$ cat src/rtl/lt_pkg.sv
`timescale 1ns/1ps
package lt_pkg;
  localparam int BYTE_W = 8;
  localparam int ADDR_W = 4;
  localparam logic [ADDR_W-1:0] A_CNT_LO = 4'd4;
  localparam logic [ADDR_W-1:0] A_LAT_LO = 4'd6;
  localparam logic [ADDR_W-1:0] A_T2_LO  = 4'd8;
  localparam logic [ADDR_W-1:0] A_CTRL   = 4'd11;
  localparam logic [1:0]        MODE_CONT = 2'b01;
endpackage

$ cat src/rtl/lt_rst_sync.sv
`timescale 1ns/1ps
module lt_rst_sync #(
  parameter int STAGES = 2
) (
  input  logic clk,
  input  logic rst_n,
  output logic rst_sync_n
);
  logic [STAGES-1:0] sync_q;

  always_ff @(posedge clk or negedge rst_n) begin
    if (!rst_n) sync_q <= '0;
    else        sync_q <= {sync_q[STAGES-2:0], 1'b1};
  end

  assign rst_sync_n = sync_q[STAGES-1];
endmodule

$ cat src/rtl/lt_regdec.sv
`timescale 1ns/1ps
module lt_regdec
  import lt_pkg::*;
#(
  parameter int NB = 2
) (
  input  logic              bus_wr,
  input  logic              bus_rd,
  input  logic [ADDR_W-1:0] bus_addr,
  output logic [NB-1:0]     cnt_wr,
  output logic [NB-1:0]     lat_wr,
  output logic [NB-1:0]     t2_wr,
  output logic              ctrl_wr,
  output logic              cnt_rd
);
  logic [NB-1:0] cnt_hit;

  for (genvar i = 0; i < NB; i++) begin : g_lane
    assign cnt_hit[i] = (bus_addr == ADDR_W'(int'(A_CNT_LO) + i));
    assign cnt_wr[i]  = bus_wr && cnt_hit[i];
    assign lat_wr[i]  = bus_wr && (bus_addr == ADDR_W'(int'(A_LAT_LO) + i));
    assign t2_wr[i]   = bus_wr && (bus_addr == ADDR_W'(int'(A_T2_LO) + i));
  end

  assign ctrl_wr = bus_wr && (bus_addr == A_CTRL);
  assign cnt_rd  = bus_rd && (|cnt_hit);
endmodule

$ cat src/rtl/lt_counter.sv
`timescale 1ns/1ps
module lt_counter
  import lt_pkg::*;
#(
  parameter int TW = 16,
  localparam int NB = TW / BYTE_W
) (
  input  logic              clk,
  input  logic              rst_n,
  input  logic              tick,
  input  logic [NB-1:0]     ld,
  input  logic [BYTE_W-1:0] ld_byte,
  input  logic [TW-1:0]     reload_val,
  output logic [TW-1:0]     count,
  output logic              expire
);
  logic [TW-1:0] cnt_q, cnt_d, merged;
  logic          any_ld, at_zero;

  assign any_ld  = |ld;
  assign at_zero = (cnt_q == '0);

  always_comb begin
    merged = cnt_q;
    for (int i = 0; i < NB; i++) begin
      if (ld[i]) merged[i*BYTE_W +: BYTE_W] = ld_byte;
    end
  end

  always_comb begin
    cnt_d = cnt_q;
    if (any_ld)       cnt_d = merged;
    else if (tick)    cnt_d = at_zero ? reload_val : cnt_q - 1'b1;
  end

  always_ff @(posedge clk or negedge rst_n) begin
    if (!rst_n) cnt_q <= '1;
    else        cnt_q <= cnt_d;
  end

  assign count  = cnt_q;
  assign expire = tick && !any_ld && at_zero;


  dec_step_chk: assert property (@(posedge clk) disable iff (!rst_n)
    (tick && !any_ld && cnt_q != '0) |=> (cnt_q == $past(cnt_q) - 1'b1));

  reload_chk: assert property (@(posedge clk) disable iff (!rst_n)
    (tick && !any_ld && cnt_q == '0) |=> (cnt_q == $past(reload_val)));

  idle_hold_chk: assert property (@(posedge clk) disable iff (!rst_n)
    (!tick && !any_ld) |=> $stable(cnt_q));

  for (genvar i = 0; i < NB; i++) begin : g_ldchk

    lane_load_chk: assert property (@(posedge clk) disable iff (!rst_n)
      ld[i] |=> (cnt_q[i*BYTE_W +: BYTE_W] == $past(ld_byte)));
  end
endmodule

$ cat src/rtl/lt_ctrl_regs.sv
`timescale 1ns/1ps
module lt_ctrl_regs
  import lt_pkg::*;
#(
  parameter int TW = 16,
  localparam int NB = TW / BYTE_W
) (
  input  logic              clk,
  input  logic              rst_n,
  input  logic [NB-1:0]     lat_wr,
  input  logic              ctrl_wr,
  input  logic [BYTE_W-1:0] wdata,
  output logic [TW-1:0]     latch,
  output logic [BYTE_W-1:0] ctrl
);
  logic [TW-1:0]     lat_q, lat_d;
  logic [BYTE_W-1:0] ctrl_q, ctrl_d;

  always_comb begin
    lat_d  = lat_q;
    ctrl_d = ctrl_q;
    for (int i = 0; i < NB; i++) begin
      if (lat_wr[i]) lat_d[i*BYTE_W +: BYTE_W] = wdata;
    end
    if (ctrl_wr) ctrl_d = wdata;
  end

  always_ff @(posedge clk or negedge rst_n) begin
    if (!rst_n) begin
      lat_q  <= '1;
      ctrl_q <= '0;
    end else begin
      lat_q  <= lat_d;
      ctrl_q <= ctrl_d;
    end
  end

  assign latch = lat_q;
  assign ctrl  = ctrl_q;

  for (genvar i = 0; i < NB; i++) begin : g_latchk

    lat_lane_chk: assert property (@(posedge clk) disable iff (!rst_n)
      !lat_wr[i] |=> $stable(lat_q[i*BYTE_W +: BYTE_W]));
  end
endmodule

$ cat src/rtl/lt_readmux.sv
`timescale 1ns/1ps
module lt_readmux
  import lt_pkg::*;
#(
  parameter int TW = 16,
  localparam int NB = TW / BYTE_W
) (
  input  logic [ADDR_W-1:0] addr,
  input  logic [TW-1:0]     cnt,
  input  logic [TW-1:0]     latch,
  input  logic [TW-1:0]     t2_cnt,
  input  logic [BYTE_W-1:0] ctrl,
  output logic [BYTE_W-1:0] rd_byte
);
  always_comb begin
    rd_byte = '0;
    for (int i = 0; i < NB; i++) begin
      if (addr == ADDR_W'(int'(A_CNT_LO) + i)) rd_byte = cnt[i*BYTE_W +: BYTE_W];
      if (addr == ADDR_W'(int'(A_LAT_LO) + i)) rd_byte = latch[i*BYTE_W +: BYTE_W];
      if (addr == ADDR_W'(int'(A_T2_LO) + i))  rd_byte = t2_cnt[i*BYTE_W +: BYTE_W];
    end
    if (addr == A_CTRL) rd_byte = ctrl;
  end
endmodule

$ cat src/rtl/lat_timer.sv
`timescale 1ns/1ps
module lat_timer
  import lt_pkg::*;
#(
  parameter int TW     = 16,
  parameter bit HAS_T2 = 1'b1
) (
  input  logic              clk,
  input  logic              rst_n,
  input  logic              tick_en,
  input  logic              bus_wr,
  input  logic              bus_rd,
  input  logic [3:0]        bus_addr,
  input  logic [7:0]        bus_wdata,
  output logic [7:0]        bus_rdata,
  output logic              t1_set,
  output logic              t1_flag
);
  localparam int NB = TW / BYTE_W;

  logic              rst_i_n;
  logic [NB-1:0]     cnt_wr, lat_wr, t2_wr;
  logic              ctrl_wr, cnt_rd;
  logic [TW-1:0]     t1_cnt, t2_cnt, latch;
  logic [BYTE_W-1:0] ctrl, rd_byte;
  logic              t1_expire, cont_mode;
  logic              set_q, set_d, flag_q, flag_d;
  logic [BYTE_W-1:0] rdata_q, rdata_d;

  lt_rst_sync #(.STAGES(2)) u_rst (
    .clk(clk), .rst_n(rst_n), .rst_sync_n(rst_i_n)
  );

  lt_regdec #(.NB(NB)) u_dec (
    .bus_wr(bus_wr), .bus_rd(bus_rd), .bus_addr(bus_addr),
    .cnt_wr(cnt_wr), .lat_wr(lat_wr), .t2_wr(t2_wr),
    .ctrl_wr(ctrl_wr), .cnt_rd(cnt_rd)
  );

  lt_ctrl_regs #(.TW(TW)) u_regs (
    .clk(clk), .rst_n(rst_i_n), .lat_wr(lat_wr), .ctrl_wr(ctrl_wr),
    .wdata(bus_wdata), .latch(latch), .ctrl(ctrl)
  );

  lt_counter #(.TW(TW)) u_t1 (
    .clk(clk), .rst_n(rst_i_n), .tick(tick_en), .ld(cnt_wr),
    .ld_byte(bus_wdata), .reload_val(latch), .count(t1_cnt), .expire(t1_expire)
  );

  if (HAS_T2) begin : g_t2
    logic t2_wrap_unused;
    lt_counter #(.TW(TW)) u_t2 (
      .clk(clk), .rst_n(rst_i_n), .tick(tick_en), .ld(t2_wr),
      .ld_byte(bus_wdata), .reload_val({TW{1'b1}}), .count(t2_cnt),
      .expire(t2_wrap_unused)
    );
  end else begin : g_no_t2
    logic [NB-1:0] t2_wr_unused;
    assign t2_wr_unused = t2_wr;
    assign t2_cnt       = '0;
  end

  lt_readmux #(.TW(TW)) u_mux (
    .addr(bus_addr), .cnt(t1_cnt), .latch(latch), .t2_cnt(t2_cnt),
    .ctrl(ctrl), .rd_byte(rd_byte)
  );

  assign cont_mode = (ctrl[7:6] == MODE_CONT);

  always_comb begin
    set_d   = t1_expire && cont_mode;
    flag_d  = set_d || (flag_q && !cnt_rd);
    rdata_d = bus_rd ? rd_byte : rdata_q;
  end

  always_ff @(posedge clk or negedge rst_i_n) begin
    if (!rst_i_n) begin
      set_q   <= 1'b0;
      flag_q  <= 1'b0;
      rdata_q <= '0;
    end else begin
      set_q   <= set_d;
      flag_q  <= flag_d;
      rdata_q <= rdata_d;
    end
  end

  assign t1_set    = set_q;
  assign t1_flag   = flag_q;
  assign bus_rdata = rdata_q;


  set_raises_flag_chk: assert property (@(posedge clk) disable iff (!rst_i_n)
    t1_set |-> t1_flag);

  set_needs_mode_chk: assert property (@(posedge clk) disable iff (!rst_i_n)
    t1_set |-> ($past(ctrl[7:6]) == MODE_CONT));

  read_clears_chk: assert property (@(posedge clk) disable iff (!rst_i_n)
    (cnt_rd && !(t1_expire && cont_mode)) |=> !t1_flag);

  rdata_hold_chk: assert property (@(posedge clk) disable iff (!rst_i_n)
    !bus_rd |=> $stable(bus_rdata));

  pulse_single_chk: assert property (@(posedge clk) disable iff (!rst_i_n)
    (t1_set && !tick_en) |=> !t1_set);
endmodule

$ cat config.mk
export PLATFORM = sky130hd
export DESIGN_NAME = lat_timer
export DESIGN_NICKNAME = d
export VERILOG_FILES = /design/src/rtl/lt_pkg.sv /design/src/rtl/lt_rst_sync.sv /design/src/rtl/lt_regdec.sv /design/src/rtl/lt_counter.sv /design/src/rtl/lt_ctrl_regs.sv /design/src/rtl/lt_readmux.sv /design/src/rtl/lat_timer.sv
export SDC_FILE = /design/constraint.sdc
export NUM_CORES = 1
export LEC_CHECK = 0
export BUFFER_PORTS_ARGS = -buffer_cell sky130_fd_sc_hd__buf_4
export CORE_ASPECT_RATIO = 1.4
export CORE_MARGIN = 5
export CORE_UTILIZATION = 50
export CTS_BUF_LIST = sky130_fd_sc_hd__clkbuf_16
export DETAILED_ROUTE_END_ITERATION = 6
export GPL_TIMING_DRIVEN = 0
export PLACE_DENSITY = 0.68
export SLEW_MARGIN = 10
export SYNTH_ARGS = -nofsm -noshare
export SYNTH_HDL_FRONTEND = slang
export SYNTH_SLANG_ARGS = --single-unit
$ cat constraint.sdc
create_clock -name clk -period 2.8 [get_ports clk]
set_input_delay 0.7 -clock clk [delete_from_list [all_inputs] [get_ports clk]]
set_output_delay 0.7 -clock clk [all_outputs]
set_load 0.05 [all_outputs]
# Word level (Yosys, flattened, before mapping)
# Index checks and enable logic that the tools add are counted.
word_totals:
  elab_cells: 68
  ff_bits: 68
  inputBits: 17
  output_inout_bits: 10
classes:
  n_addsub: 2
  n_reduce_logical: 26
  n_mux: 17
  eq_ne: 12
ops:
  columns: ["cell", "count"]
  rows:
  - ["$mux 16", 6]
  - ["$mux 8", 11]
  - ["$logic_not 16->1", 2]
  - ["$sub 16x1->16 const B", 2]
  - ["$eq 4x3->1 const B", 4]
  - ["$eq 4x4->1 const B", 3]
  - ["$logic_and 1x1->1", 12]
  - ["$reduce_and 2->1", 4]
  - ["$reduce_or 2->1", 3]
  - ["$ne 2x1->1 const B", 2]
  - ["$ne 2x2->1 const B", 2]
  - ["$reduce_bool 2->1", 2]
  - ["$eq 2x1->1 const B", 1]
  - ["$logic_not 1->1", 2]
  - ["$logic_or 1x1->1", 1]

# Logic depth before layout (Yosys ltp)
# Gate-level depths: netlist of the first run.
depth:
  word_depth: 8
  depth_mapped: 8
  mapped_depth_nobuf: 7

# Modules after synthesis
# A second synthesis of the first run with hierarchy kept.
hier_totals:
  hier_cells: 477
  area_unflattened_um2: 4968.5
modules_own_cells:
  columns: ["module", "area_per_inst_um2", "seq_area_each_um2", "n_inst", "cells_per_inst"]
  rows:
  - ["lt_counter", 1427.6, 420.4, 2, 159]
  - ["lt_ctrl_regs", 1014.7, 620.6, 1, 51]
  - ["lt_readmux", 549.3, 0.0, 1, 69]
  - ["lat_timer", 402.9, 250.2, 1, 24]
  - ["lt_regdec", 92.6, 0.0, 1, 12]
  - ["lt_rst_sync", 53.8, 50.0, 1, 3]

# Worst setup path before layout of the first run
# No wires, ideal clock.
synth_timing:
  kind: "flip-flop to flip-flop"
  start: "register g_t2.u_t2.cnt_q[0], in the netlist g_t2.u_t2.count[0]"
  end: "register g_t2.u_t2.cnt_q[14], in the netlist g_t2.u_t2.count[14]"
  setup_ps: 80
  arrival_ps: 2290
  period_less_slack_ps: 2370
  required_ps: 2720
  slack_ps: 430
  stages_incl_launch_ff: 9
  path_buffers: 1
  cell_sequence: "dfstp_2 -> inv_1 -> ha_1 -> or3b_1 -> or3_1 -> clkbuf_1 -> or4_4 -> o32a_1 -> o22a_1"
synth_between:
  elab_chain_cells: 4
  elab_cells_between_ends: 5
  cone_classes: "1 x add/sub; 3 x mux; 1 x reduce/logical"
synth_lines:
  columns: ["item", "line_no", "text"]
  rows:
  - ["from (decl)", "lt_counter.sv:17", "logic [TW-1:0] cnt_q, cnt_d, merged;"]
  - ["from (signal assigned)", "lt_counter.sv:38", "else cnt_q <= cnt_d;"]
  - ["$sub 16x1->16 or $logic_not 16->1 (tied branches)", "lt_counter.sv:33, lt_counter.sv:21", null]
  - ["$mux 16 * (2 in series)", "lt_counter.sv:33", "else if (tick) cnt_d = at_zero ? reload_val : cnt_q - 1'b1;"]
  - ["$mux 16 *", "lt_counter.sv:32", "if (any_ld) cnt_d = merged;"]
# Mark *: on every way between the ends. The rest lies on a longest branch, timed or not. The select of a mux whose other input is x is not followed.
# A chain may end at the register's enable or synchronous reset.

# Final worst setup path of the first run
layout_timing:
  start: "register g_t2.u_t2.cnt_q[1], in the netlist g_t2.u_t2.count[1]"
  end: "register g_t2.u_t2.cnt_q[14], in the netlist g_t2.u_t2.count[14]"
# The elaborated chain is that of the path after synthesis.

==> flow_summary.json, run 1 <==
{
  "result_of_the_run": "complete, no violations",
  "design_area_um2": 4750,
  "report.final.slew_viol_count": 0,
  "grt_first_pass_wirelength_mm": 20.6,
  "num-nets-final": 488,
  "share_of_layout_cells_above_drive_strength_1": 0.265,
  "min_path_type": "in -> async",
  "place_worst_setup_slack_ns": -0.0734,
  "synthDominantAreaCellType": "sky130_fd_sc_hd__dfstp_2",
  "synthesized_net_count": 452,
  "synth_seq_cells": 68,
  "cp_data_arrival_time_ns": 2.90,
  "final-setup-viol-count": 0,
  "pin_count": 27,
  "detail_route.iter0.violations": 353,
  "crit_required_ns": 3.07,
  "ctsHoldBuffers": 0,
  "dp_hpwl_mm": 9.14,
  "clock_insertion_delay_worst_skew_ns": 0.34,
  "finalWirelength_mm": 12.7,
  "yosys.cell_count.top_type": "sky130_fd_sc_hd__dfstp_2",
  "netlist_top_cells_count": "sky130_fd_sc_hd__dfstp_2, sky130_fd_sc_hd__nor2_1, sky130_fd_sc_hd__o21ai_0, sky130_fd_sc_hd__mux2_2, sky130_fd_sc_hd__nand2_1",
  "ir_worst_vdd_mv": 0.566,
  "placed_cells_incl_taps": 558,
  "placement_rows": 39,
  "placeableCoreArea_um2": 8100,
  "worst_slew_margin_rel": 0.369,
  "cts_sinks": 68,
  "timing.setup.critical_path_class": "reg -> reg",
  "worst_slack_ns": 0.178,
  "worst_setup_hold_path_clk_slew_ns": 0.06,
  "diodes_inserted": 0,
  "netlist-cell-type-count": 61,
  "end_kind": "flip-flop",
  "htree_levels": 3,
  "ys_dominant_reg_cell": "sky130_fd_sc_hd__dfstp_2",
  "number_of_antenna_violations_at_the_first_check_in_global_routing": 0,
  "number_of_cts_inserted_buffers": 9,
  "ant_nets": 0,
  "register_area_um2": 1770,
  "final_count_of_hold_timing_violations": 0,
  "grt_setup_unrepaired": "no",
  "postCtsSetupRepairBufs": 0,
  "nFillCells": 747,
  "global_route.usage.total": 0.270,
  "worstSetupStartpointType": "flip-flop",
  "clock_skew_ns": 0.00777,
  "initial_utilization": 0.507,
  "postPlaceCellArea_um2": 4440,
  "tightest_slew_ns": 0.938,
  "finalWeightedCongestion": 0.992,
  "timing.max_cap.violations": 0,
  "post-route-min-period_ns": 2.62,
  "path_max_fanout": 9,
  "port_buffers": 24,
  "non_filler_instance_count_after_layout": 574,
  "die_w_um": 86.6,
  "netlist.area_leader.share": 0.307,
  "synth-warning-count": 0,
  "post_synth.cell_area_avg_um2": 9.52,
  "synth_area_um2": 4110,
  "final.period_utilization": 0.936,
  "first_global_vias": 3818,
  "residual_drc": 0,
  "die_h_um": 117,
  "cts_resized": 0,
  "vias_per_cell": 6.52,
  "synth_edf_count": 0,
  "area_growth_pct": 15.8,
  "multi_input_combinational_cell_area_um2": 2190,
  "yosys-top-cells-area": "sky130_fd_sc_hd__dfstp_2, sky130_fd_sc_hd__dfrtp_1, sky130_fd_sc_hd__mux2_2, sky130_fd_sc_hd__o21ai_0, sky130_fd_sc_hd__nor2_1",
  "fmax_mhz": 381,
  "synth-seq-area-share": 0.429,
  "synthCells": 431,
  "grt_remaining_overflow": 0,
  "design.die.area_um2": 10100,
  "clock_tree.buffer_depth": 2,
  "num_vias": 3745,
  "cts_root_buf": "sky130_fd_sc_hd__clkbuf_16",
  "grt_start_max_net_pins": 54,
  "cts_tree": "built",
  "detail_route.wl_per_cell_um": 22.1,
  "ys_async_rst_share": 1.00,
  "leakage_power_figure_nw": 1.83,
  "pwr_density_cell_nw_per_um2": 892,
  "drtPass1Iterations": 5
}
==> per-stage QoR <==
stage	hold WS, ns	util	TNS (ns)	power, mW
finish	0.132	0.587	0	4.24
floorplan	0.331	-	0	2.62
global placement	0.342	0.545	-0.0975	2.98
global route	0.124	0.587	0	4.46
detailed placement	0.183	0.549	-0.139	3.02
CTS	0.123	0.587	0	4.22
==> sequential cells by signal, indices dropped and copies added (netlist names) <==
signal / cells
g_t2.u_t2.count: 16
u_rst.sync_q: 2
t1_set: 1
u_regs.latch: 16
bus_rdata: 8
u_regs.ctrl: 8
t1_flag: 1
u_t1.count: 16
==> worst max-delay path, cell delays in order, from the launching register on <==
cell	delay, ns
sky130_fd_sc_hd__dfstp_2	0.39
sky130_fd_sc_hd__inv_1	0.09
sky130_fd_sc_hd__ha_1	0.18
sky130_fd_sc_hd__or3b_1	0.40
sky130_fd_sc_hd__or3_1	0.35
sky130_fd_sc_hd__clkbuf_1	0.22
sky130_fd_sc_hd__or4_4	0.46
sky130_fd_sc_hd__o32a_1	0.29
sky130_fd_sc_hd__o22a_1	0.17
==> cell families after synthesis <==
kind of cell               Yosys count  share of synthesized area
AOI/OAI and AO/OA                  140                      0.230
xor gates and xnor gates             9                     0.0192
adders and majority gates            4                     0.0122
buffers and inverters               38                     0.0384
DFF                                 68                      0.429
muxes                               36                     0.0963
other                                1                   0.000913
and+or+nand+nor                    135                      0.173
==> path summary, 6_finish.rpt <==
kind / slack, ns / cells past startpoint / from / endpoint
max: 0.18 / 8 / g_t2.u_t2.count[1] / g_t2.u_t2.count[14]
min: 0.13 / 1 / rst_n / u_rst.sync_q[1]
max reg2reg: 0.18 / 8 / g_t2.u_t2.count[1] / g_t2.u_t2.count[14]
min reg2reg: 0.18 / 0 / u_rst.sync_q[1] / u_regs.ctrl[4]
max in group asynchronous: 2.04 / 1 / u_rst.sync_q[1] / u_t1.count[13]
min in group clk: 0.36 / 0 / u_rst.sync_q[0] / u_rst.sync_q[1]
==> power by group <==
part           internal, mW  leakage (nW)  switching [mW]
registers              1.45         0.748           0.374
logic                 0.557         0.927           0.665
clock network         0.768         0.155           0.426
total                  2.77          1.83            1.47
==> cells in the final DEF (no fill, tap or decap), types with 3 or more instances in the layout <==
cell,n
sky130_fd_sc_hd__nand3b_1,3
sky130_fd_sc_hd__o211ai_1,5
sky130_fd_sc_hd__mux2_2,28
sky130_fd_sc_hd__nor2b_1,5
sky130_fd_sc_hd__buf_1,4
sky130_fd_sc_hd__a31oi_1,7
sky130_fd_sc_hd__a22oi_1,3
sky130_fd_sc_hd__clkbuf_16,9
sky130_fd_sc_hd__xnor2_1,6
sky130_fd_sc_hd__clkbuf_1,19
sky130_fd_sc_hd__o21ai_0,38
sky130_fd_sc_hd__o22ai_1,12
sky130_fd_sc_hd__dfrtp_1,19
sky130_fd_sc_hd__o221ai_1,10
sky130_fd_sc_hd__nand2_1,27
sky130_fd_sc_hd__a311oi_1,7
sky130_fd_sc_hd__nor2_1,38
sky130_fd_sc_hd__or3_1,3
sky130_fd_sc_hd__buf_4,24
sky130_fd_sc_hd__a21oi_1,21
sky130_fd_sc_hd__nand4_1,3
sky130_fd_sc_hd__inv_1,15
sky130_fd_sc_hd__xor2_1,3
sky130_fd_sc_hd__nor3_1,12
sky130_fd_sc_hd__a2bb2oi_1,4
sky130_fd_sc_hd__nand3_1,11
sky130_fd_sc_hd__a211oi_1,5
sky130_fd_sc_hd__nor4_1,11
sky130_fd_sc_hd__ha_1,4
sky130_fd_sc_hd__o311ai_0,3
sky130_fd_sc_hd__a221o_1,7
sky130_fd_sc_hd__mux2i_1,8
sky130_fd_sc_hd__dfstp_2,48
sky130_fd_sc_hd__or4_1,3
sky130_fd_sc_hd__o31ai_1,3
==> final cells by class <==
cell class / instances / share of cell area
Buffer: 25 / 0.0229
Clock inverter: 7 / 0.0176
Multi-Input combinational cell: 325 / 0.460
Sequential cell: 68 / 0.371
Inverter: 13 / 0.0103
Clock buffer: 9 / 0.0474
Timing Repair Buffer: 25 / 0.0437
Tap cell: 102 / 0.0268
==> metal layers <==
metal	up-vias	share of wire	wire, µm	global-route usage
met4	0	0.052	656	0.172
li1	1721	-	-	-
met1	1823	0.38	4820	0.319
met2	154	0.51	6490	0.453
met5	-	0	0	0
met3	47	0.056	705	0.0455
No activity file was read; power rests on OpenSTA's default activity.
==> run 2, diff against run 1 <==
Settings changed: PLACE_DENSITY 0.68 to 0.7.
Clock period 2.8 ns to 2.3 ns, I/O delays scaled along.
==> run 2 against run 1 <==
- non-clock buffer count up 4
- die area is the same
- via count up 2.3%
- final area rose by 1.9%
- critical path type unchanged
- largest power group unchanged
==> flow_summary.json, run 2 (synthesized netlist as in run 1, its figures left out) <==
{
  "final_util": 0.598,
  "crit_path_cell_trace": "buf_6 > or4_4 > nand2b_4 > buf_6 > or4_4 > o32a_1 > o22a_1",
  "global_route.usage.total": 0.262,
  "worstSetupStartpointType": "flip-flop",
  "place_worst_setup_slack_ns": -0.424,
  "worst_setup_hold_path_clk_slew_ns": 0.06,
  "sequentialPowerShare": 0.428,
  "cp_data_arrival_time_ns": 2.56,
  "tightest_slew_ns": 0.856,
  "detail_route.wl_per_cell_um": 22.1,
  "port_buffers": 24,
  "grt_start_max_net_pins": 67,
  "design.die.area_um2": 10100,
  "placement_rows": 39,
  "placed_cells_incl_taps": 557,
  "worst_slew_margin_rel": 0.424,
  "fmax_mhz": 436,
  "timing.max_cap.violations": 0,
  "path_max_fanout": 9,
  "fin_setup_tns_ns": 0,
  "final-setup-viol-count": 0,
  "design_area_um2": 4840,
  "result_of_the_run": "complete, no violations",
  "drtPass1Iterations": 7,
  "leakage_power_figure_nw": 1.85,
  "placeableCoreArea_um2": 8100,
  "initial_utilization": 0.507,
  "grt_first_pass_wirelength_mm": 20.1,
  "pwr_density_cell_nw_per_um2": 1090,
  "combinationalPowerShare": 0.293,
  "sw_frac_of_total": 0.349,
  "num-nets-final": 492,
  "finalWirelength_mm": 12.8,
  "non_filler_instance_count_after_layout": 578,
  "first_global_vias": 3815,
  "clock_skew_ns": 0.00431,
  "die_w_um": 86.6,
  "vias_per_cell": 6.63,
  "diodes_inserted": 0,
  "final_count_of_hold_timing_violations": 0,
  "cts_sinks": 68,
  "ant_nets": 0,
  "area_growth_pct": 18.0,
  "number_of_antenna_violations_at_the_first_check_in_global_routing": 0,
  "pin_count": 27,
  "min_path_type": "reg -> reg",
  "dp_hpwl_mm": 9.02,
  "timing.setup.critical_path_class": "reg -> reg",
  "grt_setup_unrepaired": "yes",
  "post-route-min-period_ns": 2.29,
  "number_of_cts_inserted_buffers": 9,
  "postPlaceCellArea_um2": 4420,
  "num_vias": 3832,
  "cts_tree": "built",
  "clock_insertion_delay_worst_skew_ns": 0.34,
  "finalWeightedCongestion": 0.942,
  "critical_path.slowest_cell": "sky130_fd_sc_hd__or4_4",
  "worst_slack_ns": 0.00609,
  "switching_power_of_the_nets_mw": 1.84,
  "most_frequent_standard_cell_in_the_layout_excluding_fill_and_tap_cells": "sky130_fd_sc_hd__dfstp_2",
  "end_kind": "flip-flop",
  "nFillCells": 713,
  "share_of_layout_cells_above_drive_strength_1": 0.307,
  "cell_family_with_the_largest_share_of_critical_path_delay": "simple AND/OR/NAND/NOR gates",
  "grt_remaining_overflow": 0,
  "int_power_mw": 3.43,
  "clock_power_share": 0.278,
  "die_h_um": 117,
  "residual_drc": 0,
  "ir_worst_vdd_mv": 0.657,
  "detail_route.iter0.violations": 341,
  "buffers_inverters_on_critical_path": 2,
  "final.period_utilization": 0.997,
  "report.final.slew_viol_count": 0,
  "clock_tree.buffer_depth": 2,
  "layout.cells.most_common_list": "sky130_fd_sc_hd__dfstp_2, sky130_fd_sc_hd__o21ai_0, sky130_fd_sc_hd__nor2_1, sky130_fd_sc_hd__buf_4, sky130_fd_sc_hd__mux2_2",
  "crit_required_ns": 2.57,
  "htree_levels": 3,
  "cts_root_buf": "sky130_fd_sc_hd__clkbuf_16",
  "timing.critical_path.slowest_cell_delay_ns": 0.49
}
run 2: layer usage:
| metal | track usage | up-vias | wire, µm |
|---|---|---|---|
| met5 | 0 | - | 0 |
| met4 | 0.177 | 0 | 846 |
| met3 | 0.0567 | 64 | 812 |
| met2 | 0.444 | 209 | 6320 |
| met1 | 0.295 | 1825 | 4810 |
| li1 | - | 1734 | - |
run 2: cell type report:
| cell class | instances | area (µm²) | area share |
|---|---|---|---|
| Multi-Input combinational cell | 325 | 2240 | 0.463 |
| Sequential cell | 68 | 1770 | 0.365 |
| Timing Repair Buffer | 32 | 243 | 0.0501 |
| Clock buffer | 9 | 225 | 0.0465 |
| Tap cell | 102 | 128 | 0.0264 |
| Buffer | 22 | 100 | 0.0207 |
| Clock inverter | 7 | 91.3 | 0.0189 |
| Inverter | 13 | 48.8 | 0.0101 |
run 2: path summary, 6_finish.rpt:
path	startpoint	endpoint	slack, ns	cells after the start
max in group asynchronous	u_rst.sync_q[1]	u_regs.ctrl[0]	1.31	0
hold / removal	u_rst.sync_q[0]	u_rst.sync_q[1]	0.36	0
setup reg to reg	g_t2.u_t2.count[6]	g_t2.u_t2.count[14]	0.006	7
min in group asynchronous	u_rst.sync_q[1]	u_regs.ctrl[4]	0.43	0
setup / recovery	g_t2.u_t2.count[6]	g_t2.u_t2.count[14]	0.006	7
hold reg to reg	u_rst.sync_q[0]	u_rst.sync_q[1]	0.36	0
run 2: repair_timing:
action / in CTS / in global routing
setup buffers: 5 / 2
setup endpoints to repair: 28 / 28
endpoints found under the hold margin: 2 / 0
hold buffers: 1 / 0
pin swaps: 3 / 1
resized for setup: 8 / 8
run 2: through the flow:
step	hold WS [ns]	power [mW]
after detailed placement	0.350	3.67
after global placement	0.344	3.62
final	0.362	5.27
after floorplan	0.279	3.19
after global routing	0.396	5.53
after CTS	0.371	5.20
run 2: power by group through the flow:
stage	clock (mW)	sequential, mW	combinational, mW
finish	1.47	2.25	1.55
global route	1.55	2.29	1.69
CTS	1.50	2.23	1.48
detailed placement	0	2.23	1.44
global placement	0	2.22	1.40
floorplan	0	2.12	1.06
run 2: worst reg2reg max path, cell delays in order, from the launching register on:
cell                       delay [ns]
sky130_fd_sc_hd__dfstp_2         0.36
sky130_fd_sc_hd__buf_6           0.13
sky130_fd_sc_hd__or4_4           0.50
sky130_fd_sc_hd__nand2b_4        0.16
sky130_fd_sc_hd__buf_6           0.14
sky130_fd_sc_hd__or4_4           0.48
sky130_fd_sc_hd__o32a_1          0.29
sky130_fd_sc_hd__o22a_1          0.18
